$ cat config.mk
export PLATFORM = sky130hd
export DESIGN_NAME = twi_eeprom_target
export DESIGN_NICKNAME = d
export VERILOG_FILES = /design/src/rtl/twi_tgt_pkg.sv /design/src/rtl/twi_line_sync.sv /design/src/rtl/twi_devsel.sv /design/src/rtl/twi_engine.sv /design/src/rtl/twi_eeprom_target.sv
export SDC_FILE = /design/constraint.sdc
export NUM_CORES = 1
export LEC_CHECK = 0
export ABC_AREA = 1
export BUFFER_PORTS_ARGS = -buffer_cell sky130_fd_sc_hd__buf_2
export CAP_MARGIN = 20
export CORE_ASPECT_RATIO = 1.2
export CORE_MARGIN = 2
export CORE_UTILIZATION = 45
export CTS_BUF_LIST = sky130_fd_sc_hd__clkbuf_8
export DETAILED_ROUTE_END_ITERATION = 10
export PLACE_DENSITY = 0.66
export SLEW_MARGIN = 10
export SYNTH_ARGS = -nofsm -noshare
export SYNTH_HDL_FRONTEND = slang
export SYNTH_SLANG_ARGS = --single-unit
$ cat constraint.sdc
create_clock -name clk -period 4.21 [get_ports clk]
set_input_delay 0.2105 -clock clk [delete_from_list [all_inputs] [get_ports clk]]
set_output_delay 0.2105 -clock clk [all_outputs]
set_load 0.01 [all_outputs]
$ cat src/rtl/twi_tgt_pkg.sv
package twi_tgt_pkg;
  typedef enum logic [2:0] {
    ST_IDLE, ST_DEV, ST_WADDR, ST_WDATA, ST_ACK, ST_TX, ST_MACK, ST_HALT
  } tgt_st_t;
  localparam logic [3:0] DEV_PREAMBLE = 4'b1010;
endpackage

$ cat src/rtl/twi_line_sync.sv
module twi_line_sync #(
  parameter int STAGES = 2
) (
  input  logic clk,
  input  logic rst_n,
  input  logic scl_i,
  input  logic sda_i,
  output logic scl_rise,
  output logic scl_fall,
  output logic start_det,
  output logic stop_det,
  output logic sda_bit
);
  localparam int TOP = STAGES - 1;
  logic [STAGES-1:0] scl_sr, sda_sr;
  logic scl_q, sda_q;

  always_ff @(posedge clk or negedge rst_n) begin
    if (!rst_n) begin
      scl_sr <= '1;
      sda_sr <= '1;
      scl_q  <= 1'b1;
      sda_q  <= 1'b1;
    end else begin
      scl_sr <= {scl_sr[TOP-1:0], scl_i};
      sda_sr <= {sda_sr[TOP-1:0], sda_i};
      scl_q  <= scl_sr[TOP];
      sda_q  <= sda_sr[TOP];
    end
  end

  assign sda_bit   = sda_sr[TOP];
  assign scl_rise  = scl_sr[TOP] & ~scl_q;
  assign scl_fall  = ~scl_sr[TOP] & scl_q;
  assign start_det = scl_sr[TOP] & scl_q & sda_q & ~sda_sr[TOP];
  assign stop_det  = scl_sr[TOP] & scl_q & ~sda_q & sda_sr[TOP];
endmodule

$ cat src/rtl/twi_devsel.sv
module twi_devsel
  import twi_tgt_pkg::*;
#(
  parameter int ADDR_W = 9
) (
  input  logic [7:0]        dev_byte,
  input  logic [2:0]        cs_pins,
  output logic              hit,
  output logic [ADDR_W-9:0] hi_bits
);
  localparam int HI_W  = ADDR_W - 8;
  localparam int CMP_N = 3 - HI_W;

  logic [2:0] eq;
  logic unused_bits;

  for (genvar i = 0; i < 3; i++) begin : g_cmp
    if (i < CMP_N) begin : g_on
      assign eq[i] = (dev_byte[3-i] == cs_pins[2-i]);
    end else begin : g_off
      assign eq[i] = 1'b1;
    end
  end

  for (genvar j = 0; j < HI_W; j++) begin : g_hi
    assign hi_bits[j] = dev_byte[1+j];
  end

  assign hit = (dev_byte[7:4] == DEV_PREAMBLE) && (&eq);
  assign unused_bits = ^{dev_byte[0], cs_pins};
endmodule

$ cat src/rtl/twi_engine.sv
module twi_engine
  import twi_tgt_pkg::*;
#(
  parameter int ADDR_W = 9
) (
  input  logic              clk,
  input  logic              rst_n,
  input  logic              scl_rise,
  input  logic              scl_fall,
  input  logic              start_det,
  input  logic              stop_det,
  input  logic              sda_bit,
  input  logic              prog_busy,
  input  logic [2:0]        cs_pins,
  input  logic [7:0]        rd_data,
  input  logic              wr_ready,
  output logic              sda_pull,
  output logic [ADDR_W-1:0] rd_addr,
  output logic              wr_valid,
  output logic [ADDR_W-1:0] wr_addr,
  output logic [7:0]        wr_data,
  output logic              prog_start
);
  localparam logic [3:0] LAST_BIT = 4'd8;
  localparam logic [3:0] HOST_ACK = 4'd9;

  tgt_st_t st, ret_st;
  logic [3:0]        cnt;
  logic [7:0]        sh;
  logic [ADDR_W-1:0] addr;
  logic              wrote;
  logic              hit;
  logic [ADDR_W-9:0] hi_bits;

  twi_devsel #(.ADDR_W(ADDR_W)) u_devsel (
    .dev_byte(sh), .cs_pins(cs_pins), .hit(hit), .hi_bits(hi_bits)
  );

  assign rd_addr = addr;

  always_ff @(posedge clk or negedge rst_n) begin
    if (!rst_n) begin
      st <= ST_IDLE; ret_st <= ST_IDLE; cnt <= '0; sh <= '0; addr <= '0;
      wrote <= 1'b0; sda_pull <= 1'b0; wr_valid <= 1'b0; wr_addr <= '0;
      wr_data <= '0; prog_start <= 1'b0;
    end else begin
      prog_start <= 1'b0;
      if (wr_valid && wr_ready) wr_valid <= 1'b0;
      if (prog_busy) begin
        st <= ST_IDLE; sda_pull <= 1'b0; wrote <= 1'b0;
      end else if (start_det) begin
        st <= ST_DEV; cnt <= '0; sda_pull <= 1'b0; wrote <= 1'b0;
      end else if (stop_det) begin
        st <= ST_IDLE; sda_pull <= 1'b0; prog_start <= wrote; wrote <= 1'b0;
      end else begin
        case (st)
          ST_DEV, ST_WADDR, ST_WDATA: begin
            if (scl_rise && cnt != LAST_BIT) begin
              sh  <= {sh[6:0], sda_bit};
              cnt <= cnt + 4'd1;
            end else if (scl_fall && cnt == LAST_BIT) begin
              cnt <= '0;
              if (st == ST_DEV) begin
                if (hit) begin
                  sda_pull <= 1'b1;
                  addr[ADDR_W-1:8] <= hi_bits;
                  ret_st <= sh[0] ? ST_TX : ST_WADDR;
                  st <= ST_ACK;
                end else begin
                  st <= ST_HALT;
                end
              end else if (st == ST_WADDR) begin
                addr[7:0] <= sh;
                sda_pull <= 1'b1;
                ret_st <= ST_WDATA;
                st <= ST_ACK;
              end else if (wr_valid && !wr_ready) begin
                st <= ST_HALT;
              end else begin
                wr_valid <= 1'b1;
                wr_addr  <= addr;
                wr_data  <= sh;
                addr     <= addr + 1'b1;
                wrote    <= 1'b1;
                sda_pull <= 1'b1;
                ret_st   <= ST_WDATA;
                st       <= ST_ACK;
              end
            end
          end
          ST_ACK: if (scl_fall) begin
            cnt <= '0;
            st  <= ret_st;
            if (ret_st == ST_TX) begin
              sh <= rd_data;
              sda_pull <= ~rd_data[7];
            end else begin
              sda_pull <= 1'b0;
            end
          end
          ST_TX: begin
            if (scl_rise) begin
              cnt <= cnt + 4'd1;
            end else if (scl_fall) begin
              if (cnt == LAST_BIT) begin
                sda_pull <= 1'b0;
                addr <= addr + 1'b1;
                cnt <= '0;
                st <= ST_MACK;
              end else begin
                sh <= {sh[6:0], 1'b0};
                sda_pull <= ~sh[6];
              end
            end
          end
          ST_MACK: begin
            if (scl_rise) begin
              if (sda_bit) st <= ST_HALT;
              else cnt <= HOST_ACK;
            end else if (scl_fall && cnt == HOST_ACK) begin
              sh <= rd_data;
              sda_pull <= ~rd_data[7];
              cnt <= '0;
              st <= ST_TX;
            end
          end
          default: ;
        endcase
      end
    end
  end

  // a waiting request keeps its payload
  a_r7_hold_request: assert property (@(posedge clk) disable iff (!rst_n)
    wr_valid && !wr_ready |=> wr_valid && $stable(wr_addr) && $stable(wr_data));
  // busy forces the data line free
  a_r12_busy_release: assert property (@(posedge clk) disable iff (!rst_n)
    prog_busy |=> !sda_pull);
  // programming trigger lasts one cycle
  a_r8_single_pulse: assert property (@(posedge clk) disable iff (!rst_n)
    prog_start |=> !prog_start);
  // drive changes only follow a clock fall or a bus condition
  a_r5_pull_on_fall: assert property (@(posedge clk) disable iff (!rst_n)
    !$stable(sda_pull) |-> $past(scl_fall || start_det || stop_det || prog_busy));
  // a start always frees the line
  a_r2_start_release: assert property (@(posedge clk) disable iff (!rst_n)
    start_det |=> !sda_pull);
endmodule

$ cat src/rtl/twi_eeprom_target.sv
module twi_eeprom_target #(
  parameter int ADDR_W      = 9,
  parameter int SYNC_STAGES = 2
) (
  input  logic              clk,
  input  logic              rst_n,
  input  logic              scl_i,
  input  logic              sda_i,
  input  logic [2:0]        cs_pins,
  input  logic              prog_busy,
  output logic              sda_pull,
  output logic [ADDR_W-1:0] rd_addr,
  input  logic [7:0]        rd_data,
  output logic              wr_valid,
  input  logic              wr_ready,
  output logic [ADDR_W-1:0] wr_addr,
  output logic [7:0]        wr_data,
  output logic              prog_start
);
  logic scl_rise, scl_fall, start_det, stop_det, sda_bit;

  twi_line_sync #(.STAGES(SYNC_STAGES)) u_sync (
    .clk(clk), .rst_n(rst_n), .scl_i(scl_i), .sda_i(sda_i),
    .scl_rise(scl_rise), .scl_fall(scl_fall), .start_det(start_det),
    .stop_det(stop_det), .sda_bit(sda_bit)
  );

  twi_engine #(.ADDR_W(ADDR_W)) u_engine (
    .clk(clk), .rst_n(rst_n), .scl_rise(scl_rise), .scl_fall(scl_fall),
    .start_det(start_det), .stop_det(stop_det), .sda_bit(sda_bit),
    .prog_busy(prog_busy), .cs_pins(cs_pins), .rd_data(rd_data),
    .wr_ready(wr_ready), .sda_pull(sda_pull), .rd_addr(rd_addr),
    .wr_valid(wr_valid), .wr_addr(wr_addr), .wr_data(wr_data),
    .prog_start(prog_start)
  );
endmodule

* Word level (Yosys, flattened, before mapping)
Cells that the tools add are included.
Word-level totals: register bits 54, bits of input ports 17, output and inout port bits 29, logic and storage cells 209
Operators by class: $add $sub $neg 2, equal/unequal tests 54, multiplexer cells 93, bitwise gates (word level) 20, reductions and logical operators 24
Operator list (count):
- 2-to-1 mux 8 bit | 10
- 2-to-1 mux 3 bit | 19
- 2-to-1 mux 9 bit | 6
- 2-to-1 mux 4 bit | 11
- 2-to-1 mux 1 bit | 40
- case mux 8 bit (4 select lines) | 1
- AND reduction 9 bit | 3
- != test 5 x 4 -> 1 bit, second input constant | 5
- != test 4 bit, second input constant | 6
- AND reduction 12 bit | 2
- case mux 9 bit (2 select lines) | 1
- != test 2 x 1 -> 1 bit, second input constant | 8
- != test 4 x 2 -> 1 bit, second input constant | 4
- case mux 4 bit (4 select lines) | 1
- != test 3 x 2 -> 1 bit, second input constant | 5
- != test 5 bit, second input constant | 3
- inverter 1 bit | 13
- equality test 3 bit, second input constant | 4
- equality test 4 bit, second input constant | 3
- != test 2 bit, second input constant | 6
- case mux 3 bit (4 select lines) | 1
- nonzero test 4 bit | 3
- AND reduction 11 bit | 1
- AND reduction 10 bit | 1
- 22 further kinds | 36

* Longest topological paths before layout
depth in word-level cells 11, depth in mapped cells 12, depth with buffers taken out 11

* By module
From an unflattened synthesis, not the netlist that was laid out.
Second synthesis, totals: cells, all modules 430, area, all modules 3070.4 um^2
Modules (own cells, without submodules):
- twi_engine | times used 1, cells an instance 399, area each 2805.2 um^2, seq. area each 1201.2 um^2
- twi_line_sync | times used 1, cells an instance 17, area each 198.9 um^2, seq. area each 157.7 um^2
- twi_devsel | times used 1, cells an instance 14, area each 66.3 um^2, seq. area each 0.0 um^2

* Worst setup path after synthesis
Ideal clock, no wire load.
path type reg-to-reg, start point reg u_sync.scl_q, end point reg u_engine.wr_data[2], library setup time 0.119 ns, arrival 1.607 ns, data required time 4.091 ns, setup slack 2.484 ns, cell stages (with the launch flop) 10, buffers on the path 1, clock period less this slack 1.726 ns, cell sequence dfstp_2 > ha_1 > nand4_4 > clkinv_2 > nand2_1 > nor3_2 > nand3_2 > buf_6 > nand2_1 > o21ai_2
Between the ends: longest elaborated chain between the ends 5
RTL lines:
- start, declared | line twi_line_sync.sv:16 | logic scl_q, sda_q;
- start signal, assigned | line twi_line_sync.sv:27 | scl_q <= scl_sr[TOP];
- AND 1 bit / inverter 1 bit (equally long branches) | line twi_line_sync.sv:35, twi_line_sync.sv:36, twi_line_sync.sv:33
- AND 1 bit (on tied branches) | line twi_line_sync.sv:36, twi_line_sync.sv:33, twi_line_sync.sv:35
- AND 1 bit (tied with other cells) | line twi_line_sync.sv:36 | assign stop_det = scl_sr[TOP] & scl_q & ~sda_q & sda_sr[TOP];
- inverter 1 bit (no line)
- AND reduction 9 bit (no line) (*)
- end signal, assigned | line twi_engine.sv:82 | wr_data <= sh;
- end, declared | line twi_engine.sv:21 | output logic [7:0] wr_data,
Every way passes the cells marked *; elsewhere a longest branch is shown, timed or not. A chain may end at the register's enable or synchronous reset.

* Worst setup path in the final report
start point reg u_sync.scl_q, end point reg u_engine.wr_data[5]
Same word-level chain as after synthesis.

==> key figures <==
Worst setup path
  – Critical Path Source: u_sync.scl_q
  – CP delay by family, top: simple AND/OR/NAND/NOR gates
  – Levels on crit path: 8
  – FF-to-FF Start: u_sync.scl_q
  – Most common cell on crit path: nand2_1
  – Peak per-stage delay on the critical path: between 0.6 and 0.7 ns
  – CP Buf/Inv Count: 1
  – Crit path required time: ~4.4 ns
  – Slowest CP cell: nand3_2
  – CP Max Fanout: 34
  – Critical path class: flop to flop
  – Worst Reg-to-Reg Cells: 8
  – Crit-path cells: ha_1 > nand4_4 > clkinv_2 > nand2_1 > nor3_2 > nand3_2 > nand2_1 > o21ai_2
  – Worst setup SP type: flop
  – CP arrival: 2.62 ns
  – CP Capture Type: flop

Timing
  – RSZ-0062 raised after global routing: no
  – Setup_tns: 0 ns
  – Final-report max-slew violation count: 0
  – Clk_skew: 0.00593 ns
  – Final hold viol count: 0
  – Final setup violation count: 0
  – Period utilisation layout: a little under 60%
  – Rel. slew slack: a little under half
  – Slew @ Worst Pin: between 0.8 and 0.9 ns
  – Setup ws final: ~1.8 ns
  – Maximum clock rate: around 410 MHz
  – Final min period: approximately 2.4 ns

Drt
  – Routed length per placed instance: approximately 13 um
  – Iter 0 DRT Violations: 143
  – DRT antenna net count: 0
  – Drt total wl: just over 7 mm
  – Avg Vias per Cell: 5.07
  – Residual DRC: 0
  – Initial DRT Pass Iterations: 4
  – Vias: between 2,000 and 3,000

Placed design
  – Placed cell count: roughly 530
  – Dpl hpwl: between 5 and 6 mm
  – Dpl ws: around 1.8 ns
  – PortBufs: between 40 and 50
  – Placer congestion estimate: roughly 0.98

Die
  – Core ar.: slightly below 7000 um^2
  – Row cnt: 33
  – Io pins: between 40 and 50
  – Die height: 95.9 um
  – Die W: a little over 80 um
  – Initial Util: approximately 46%
  – Die area: a little under 8000 um^2

GRT
  – GR Util met2: roughly 34%
  – Largest net degree at the start of global routing: 55
  – Initial antenna violation count: 0
  – Vias in the first global route: 2,546
  – Grt met3 use: 3.66%
  – Gr busiest metal: met2
  – First-pass GRT wire length: roughly 12 mm
  – Remaining Overflow, GRT: 0
  – GRT Overall Usage: approximately a fifth
  – M1 GR Usage: approximately a quarter

Synth
  – Syn_nets: about 430
  – Ranking of synthesized cells by area: dfrtp_1, nand2_1, o21ai_2
  – Average footprint of a synthesized cell: between 7 and 8 um^2
  – Syn Inst Count: 408
  – Number of synthesized register bits: 54
  – Leading area contributor after synthesis: dfrtp_1
  – Yosys Warn Count: 0
  – Seq/Total Area, Yosys: between 40% and 50%
  – Distinct cell type count of the synthesized netlist: 33
  – Area share of the largest cell type after synthesis: roughly 38%
  – Cell area after technology mapping: 3170 um^2

Finish
  – P&R area growth vs syn: 12.1%
  – Final Util: a little over half
  – Antenna diodes: 0
  – Non-Filler Instances: roughly 540
  – Layout cells sized above 1: 23.6%
  – Layout Nets: 477
  – Fillers: ~700

Pwr
  – Pwr dens: 468 nW/um^2
  – VDD IR max: around 220 uV
  – Lkg Pwr: roughly 1.8 nW

Clocking
  – Post-CTS Setup Bufs: 0
  – Clk slew on worst S/H paths: around 0.1 ns
  – Clk sinks: 54
  – CTS Buf Count: 5
  – Latest clock arrival within the worst-skew pair: 0.31 ns
  – H-Tree Level Count: 2
  – Clock Tree Buf Depth: 2
  – TritonCTS clock tree: built
  – Root Driver: clkbuf_8

Hold path
  – Min-delay worst type: input port to async pin

Outcome
  – Status: complete, no violations

Flow run
  – Max_cap viols: 0
[final timing paths]
path / end / slack, ns
worst max-delay path: u_engine.wr_data[5] / 1.77
worst min-delay path: u_engine.rd_addr[6] / 0.01
worst max register to register: u_engine.wr_data[5] / 1.77
worst min register to register: u_sync.sda_sr[1] / 0.36
max in group asynchronous: u_engine.cnt[3] / 3.73
min in group clk: u_engine.prog_start / 0.12
[flip-flops by register name, summed over array words and instances (netlist names), 2 cells and up]
name and cells:
u_engine.cnt 4, u_engine.rd_addr 9, u_engine.ret_st 3, u_engine.sh 8, u_engine.st 3, u_engine.wr_addr 9
u_engine.wr_data 8, u_sync.scl_sr 2, u_sync.sda_sr 2
[synth_stat cells, drive strengths merged]
library cell and number:
ha 7, clkbuf 1, nand3b 2, a21o 1, dfstp 6, o41ai 1, nand4 8, xor2 4
o21ai 53, or2 1, a21oi 9, nor3 6, a32o 1, nand3 31, nor2 43, xnor2 1
clkinv 1, nand2 125, buf 8, dfrtp 48, inv 50, o21bai 1
[logic make-up (layout without fill, tap and decap cells)]
group	after synthesis	after routing	synth area share, %
flip-flops	54	54	42.9
AO/OA/AOI/OAI	66	66	13.7
adder cells (fa/ha/maj)	7	7	2.77
buffers and inverters	60	106	9.01
XOR/XNOR	5	5	1.38
AND/OR/NAND/NOR	216	216	30.2
[final cells by class]
class	instances	area (um^2)	share of cell area, %
Multi-Input combinational cell	294	1520	42.9
Sequential cell	54	1360	38.3
Timing Repair Buffer	47	248	6.98
Inverter	51	198	5.57
Tap cell	87	109	3.07
Clock buffer	5	68.8	1.94
Clock inverter	3	43.8	1.23
[what timing repair did]
item,4_1_cts,5_1_grt
hold buffers,2,0
endpoints found under the hold margin,2,0
setup endpoints to repair,0,0
gates resized for setup,0,0
[power breakdown]
group | internal, W | switching (W)
logic | 0.000193 | 0.000434
clock network | 0.000179 | 0.000178
registers | 0.000587 | 0.0000894
total | 0.000959 | 0.000701
[layout by cell type, fill, tap and decap left out, drive strengths merged, types with 6 or more instances in the layout]
cell | netlist | final
nand2 | 125 | 125
o21ai | 53 | 53
inv | 50 | 51
dfrtp | 48 | 48
buf | 8 | 45
nor2 | 43 | 43
nand3 | 31 | 31
a21oi | 9 | 9
nand4 | 8 | 8
ha | 7 | 7
dfstp | 6 | 6
nor3 | 6 | 6
[routing by layer]
metal | share of wire (%) | up-vias
met4 | 2.2 | 0
met1 | 44 | 1281
li1 | - | 1389
met5 | 0 | -
met3 | 3.7 | 18
met2 | 50 | 55
[stage by stage]
step,power (W),cell area [um^2],hold slack [ns]
finish,0.00166,3550,0.0117
global route,0.00180,3550,0.0649
CTS,0.00167,3550,0.0428
detailed placement,0.00131,3420,0.317
global placement,0.00129,3420,0.316
floorplan,0.00117,3170,-0.0851
(Power assumes the default switching activity.)
